<file path="src/rtl/lg2_pkg.sv">
package lg2_pkg;
    parameter int EXP_W  = 8;
    parameter int SIG_W  = 8;
    localparam int FIX_W  = SIG_W + 1;
    localparam int OUT_W  = EXP_W + SIG_W;
    localparam int FLT_W  = 1 + EXP_W + SIG_W;
    localparam int CALC_W = 30;

    typedef enum logic {
        MODE_FLOAT = 1'b0,
        MODE_FIXED = 1'b1
    } mode_e;

    localparam logic [OUT_W-1:0] LOG_MIN = {1'b1, {(OUT_W-1){1'b0}}};
endpackage

</file>
<file path="src/rtl/lg2_normalizer.sv">
module lg2_normalizer
    import lg2_pkg::*;
(
    input  logic [FIX_W-1:0] fix_i,
    output logic [EXP_W-1:0] exp_o,
    output logic [SIG_W-1:0] sig_o,
    output logic             zero_o
);
    logic [FIX_W:0] shifted;
    int             lead_pos;
    int             shift_k;

    always_comb begin
        lead_pos = 0;
        for (int i = 0; i < FIX_W; i++) begin
            if (fix_i[i]) lead_pos = i;
        end
        shift_k = FIX_W - lead_pos;
        shifted = {1'b0, fix_i} << shift_k;
        sig_o   = shifted[FIX_W-1:1];
        exp_o   = EXP_W'(0) - EXP_W'(shift_k);
        zero_o  = (fix_i == '0);
    end
endmodule

</file>
<file path="src/rtl/lg2_table.sv">
module lg2_table
    import lg2_pkg::*;
#(
    parameter int IDX_W = SIG_W
) (
    input  logic [IDX_W-1:0] idx_i,
    output logic [IDX_W-1:0] frac_o
);
    localparam int DEPTH = 1 << IDX_W;

    function automatic logic [IDX_W-1:0] lg_frac(input int idx);
        longint acc;
        logic [IDX_W-1:0] res;
        acc = (longint'(1) << CALC_W) + (longint'(idx) << (CALC_W - IDX_W));
        res = '0;
        for (int b = IDX_W - 1; b >= 0; b--) begin
            acc = (acc * acc) >>> CALC_W;
            if (acc >= (longint'(2) << CALC_W)) begin
                res[b] = 1'b1;
                acc    = acc >>> 1;
            end
        end
        return res;
    endfunction

    logic [IDX_W-1:0] rom [DEPTH];

    for (genvar g = 0; g < DEPTH; g++) begin : g_rom
        assign rom[g] = lg_frac(g);
    end

    assign frac_o = rom[idx_i];
endmodule

</file>
<file path="src/rtl/lg2_recoder.sv">
module lg2_recoder
    import lg2_pkg::*;
(
    input  logic             clk,
    input  logic             rst_n,
    input  logic             in_valid,
    input  logic             sel_fixed,
    input  logic [FLT_W-1:0] flt_word,
    input  logic [FIX_W-1:0] fix_word,
    output logic             out_valid,
    output logic [OUT_W-1:0] out_log,
    output logic             out_zero
);
    mode_e            mode;
    logic [EXP_W-1:0] norm_exp;
    logic [SIG_W-1:0] norm_sig;
    logic             norm_zero;
    logic [EXP_W-1:0] exp_sel;
    logic [SIG_W-1:0] sig_sel;
    logic             zero_sel;
    logic [SIG_W-1:0] frac_lk;

    assign mode = mode_e'(sel_fixed);

    lg2_normalizer i_norm (
        .fix_i  (fix_word),
        .exp_o  (norm_exp),
        .sig_o  (norm_sig),
        .zero_o (norm_zero)
    );

    always_comb begin
        unique case (mode)
            MODE_FIXED: begin
                exp_sel  = norm_exp;
                sig_sel  = norm_sig;
                zero_sel = norm_zero;
            end
            MODE_FLOAT: begin
                exp_sel  = flt_word[EXP_W+SIG_W-1:SIG_W];
                sig_sel  = flt_word[SIG_W-1:0];
                zero_sel = 1'b0;
            end
            default: begin
                exp_sel  = '0;
                sig_sel  = '0;
                zero_sel = 1'b0;
            end
        endcase
    end

    lg2_table #(.IDX_W(SIG_W)) i_table (
        .idx_i  (sig_sel),
        .frac_o (frac_lk)
    );

    always_ff @(posedge clk) begin
        if (!rst_n) begin
            out_valid <= 1'b0;
            out_log   <= '0;
            out_zero  <= 1'b0;
        end else begin
            out_valid <= in_valid;
            if (in_valid) begin
                out_zero <= zero_sel;
                out_log  <= zero_sel ? LOG_MIN : {exp_sel, frac_lk};
            end
        end
    end

    AST_VALID_LAG: assert property (@(posedge clk) disable iff (!rst_n)
        in_valid |=> out_valid);
    AST_IDLE_LAG: assert property (@(posedge clk) disable iff (!rst_n)
        !in_valid |=> !out_valid);
    AST_HOLD_IDLE: assert property (@(posedge clk) disable iff (!rst_n)
        !in_valid |=> ($stable(out_log) && $stable(out_zero)));
    AST_ZERO_CLAMP: assert property (@(posedge clk) disable iff (!rst_n)
        out_zero |-> (out_log == LOG_MIN));
    AST_ZERO_SRC: assert property (@(posedge clk) disable iff (!rst_n)
        (in_valid && sel_fixed && fix_word == '0) |=> out_zero);
    AST_FLOAT_NOZERO: assert property (@(posedge clk) disable iff (!rst_n)
        (in_valid && !sel_fixed) |=> !out_zero);
    AST_FLOAT_EXP: assert property (@(posedge clk) disable iff (!rst_n)
        (in_valid && !sel_fixed) |=> (out_log[OUT_W-1:SIG_W] == $past(flt_word[EXP_W+SIG_W-1:SIG_W])));
    AST_FIXED_NEG: assert property (@(posedge clk) disable iff (!rst_n)
        (in_valid && sel_fixed && fix_word != '0) |=> out_log[OUT_W-1]);
endmodule

</file>
<file path="config.mk">
export PLATFORM = sky130hd
export DESIGN_NAME = lg2_recoder
export DESIGN_NICKNAME = d
export VERILOG_FILES = /design/src/rtl/lg2_pkg.sv /design/src/rtl/lg2_normalizer.sv /design/src/rtl/lg2_table.sv /design/src/rtl/lg2_recoder.sv
export SDC_FILE = /design/constraint.sdc
export NUM_CORES = 1
export LEC_CHECK = 0
export BUFFER_PORTS_ARGS = -buffer_cell sky130_fd_sc_hd__clkbuf_2
export CORE_AREA = 2 2 102 114
export CTS_BUF_LIST = sky130_fd_sc_hd__clkbuf_8
export DETAILED_ROUTE_END_ITERATION = 6
export DIE_AREA = 0 0 104 116
export PLACE_DENSITY = 0.53
export SYNTH_ARGS = -nofsm -noshare
export SYNTH_HDL_FRONTEND = slang
export SYNTH_SLANG_ARGS = --single-unit
</file>
<file path="constraint.sdc">
create_clock -name clk -period 6 [get_ports clk]
set_input_delay 1.2 -clock clk [delete_from_list [all_inputs] [get_ports clk]]
set_output_delay 1.2 -clock clk [all_outputs]
set_load 0.05 [all_outputs]
</file>
==> metrics <==
met2 Use GR 31.89%; slew margin rel. 42.20%; unrepaired setup endpoints after global routing false; Mapped Cells slightly below 500; Die Wd between 100 and 150 µm; largest cells by area after synthesis dfxtp_1 11%, a21oi_1 6.7%, nand2_1 5.9%; TritonRoute pass-1 iters 7; max-cap violations 0; Yosys top cell area share between 10% and 20%; # DRC 0; Worst EP required approximately 6100 ps; sequential fraction of the synthesis area 11.16%; CTS Hold Buffers Added 0; skew final 0 ps; FFs w/ async S/R, synth 0%; grt ovf 0; worst hold path type reg2reg; vias in the first global route approximately 3700; P per Cell Area between 150 and 200 nW/µm²; clock buffer count from CTS 3; share of cells above drive strength 1 between 15 and 20%; CP Capture Type flip-flop; Layout area overhead 11.62%; cell-internal power 316.3 µW; initial antenna violation count 0; via/cell ratio about 6.2; Critical Path AT 5460 ps; number of I/O port buffers 46; Initial Util around 30%; met3 Use GR 3.150%; switching power total approximately 330 µW; Synth Cell Area 3229 µm²; Max VDD drop 0.09488 mV; synth cell count leaders 51 x nand2_1, 50 x nor2_1, 43 x a21oi_1; largest net degree at the start of global routing between 40 and 50; maximum operating frequency 186.4 MHz; Max clock buf depth 2; count of cell types in the netlist between 70 and 80; area leader, netlist dfxtp_1; Least-Margin Pin Slew between 800 and 900 ps; run status finished, final reports clean; busiest grt layer met2; syn_area_per_cell 6.631 µm²; min Tclk post-route around 5400 ps; hpwl dp between 8000 and 9000 µm; clock sinks 18; TNS Setup 0 ps; # IOs 48; YS warnings 0; clock latency on the worst-skew pair around 250 ps; Synth Flop Type dfxtp_1; Synth Register Bits 18; sw frac 50.94%; gpl congestion about 0.95; # diodes 0; pre-CTS setup slack 429.2 ps; via count around 4000; power share of the clock group about an eighth; final setup violation count 0; Final Core Density approximately 33%; H-tree depth 1; most common cell in the netlist nand2_1; Setup WS post-layout 635.2 ps; # rows 40; critical path startpoint category input pin; DIE AREA 12060 µm²; met1 usage 24.38%; All-Layer GR Usage about a fifth; Comb power frac 66.2%; Die Span Y around 120 µm; number of synthesized flops with an enable pin 0; Final #Nets 550; worst-path maximum fanout 11; register clock-pin slew on the reported worst setup and hold paths 70 ps; setup bufs post-CTS 0; Root Driver clkbuf_8; Core ar. approximately 11000 µm²; FILL cells about 1200; first-pass GRT wire length around 19000 µm; cts repair resizes 0; crit path kind in2reg; Routed Antenna Nets 0; crit share post-route 89.41%; initial DRC count approximately 450; Hold Fails Final Rpt 0; Leak between 0.001 and 0.0015 µW; Final Routed Wirelength between 10000 and 15000 µm; CTS tree done; wire per inst 18.06 µm; fin. max-slew vios 0; Syn Nets 530; Seq pwr share approximately a fifth
## flip-flops by register name (all words and copies together), names as in the netlist
register and cells:
out_zero 1, out_valid 1, out_log 16
## layout by cell type (no fill, tap or decap), drive strengths merged, types with 4 or more instances in the layout
master and instances:
a311oi 4, a32oi 6, a2111oi 4, a211oi 8, nand3 25, buf 18, a21oi 45, a41oi 7
a221oi 5, dfxtp 18, a31oi 11, ha 13, o2111ai 7, nor3 9, o31ai 9, o211ai 22
clkbuf 49, and3 4, nand2 51, nor2b 11, nor2 51, mux2i 4, inv 13, xnor2 9
o21ai 37, nand4 4, a211o 5
## path summary, 6_finish.rpt
path                                  start    endpoint  slack [ps]  cells past startpoint
worst min register to register   out_log[5]  out_log[5]         460                      2
worst max register to register   out_log[1]  out_log[1]        5090                      3
worst max-delay path            fix_word[2]  out_log[0]         640                     17
worst min-delay path             out_log[5]  out_log[5]         460                      2
## final cells by class
type                            count  area, µm²  area share (%)
Sequential cell                    18      360.3           9.997
Inverter                           13      48.80           1.354
Tap cell                          147      183.9           5.102
Timing Repair Buffer               64      377.9           10.48
Clock buffer                        3      41.29           1.145
Multi-Input combinational cell    407       2592           71.92
## power by group through the flow
stage | Combinational [µW] | Sequential, µW | Clock (µW)
floorplan | 271 | 180 | 0
global placement | 416 | 139 | 0
detailed placement | 418 | 139 | 0
CTS | 419 | 137 | 83.0
global route | 461 | 138 | 89.7
finish | 427 | 137 | 81.0
## metrics by stage
| step | area, µm² | cells | hold slack [ps] | power [µW] |
|---|---|---|---|---|
| floorplan | 3229 | 487 | 669.2 | 450.9 |
| global placement | 3563 | 649 | 448.6 | 555.7 |
| detailed placement | 3563 | 649 | 451.4 | 557.5 |
| CTS | 3605 | 652 | 466.7 | 638.9 |
| global route | 3605 | 652 | 484.3 | 688.9 |
| finish | 3605 | 652 | 460.3 | 644.7 |
## routing by layer
| layer | vias to the layer above | part of all wire [%] |
|---|---|---|
| li1 | 1901 | - |
| met1 | 1895 | 42 |
| met2 | 243 | 47 |
| met3 | 27 | 8.2 |
| met4 | 0 | 3.0 |
| met5 | - | 0 |
## critical path, cell delays in order
cell,delay (ps)
clkbuf_2,180
nor2_1,130
o31a_4,330
nor2_1,300
inv_1,150
ha_1,410
inv_1,150
and3_1,320
a22oi_2,550
inv_1,130
buf_4,200
ha_1,310
mux2_2,290
a2111oi_0,440
a41oi_1,120
nand3_1,110
nand4_1,140
## kinds of logic after synthesis
kind of cell	count (synthesis)	synth area share, %
xor+xnor	10	2.712
simple gates	168	24.33
buf+inv	62	8.562
fa+ha+maj	14	5.347
mux	6	1.937
flops	18	11.16
compound gates	209	45.95
Power figures use the tool's default switching activity.
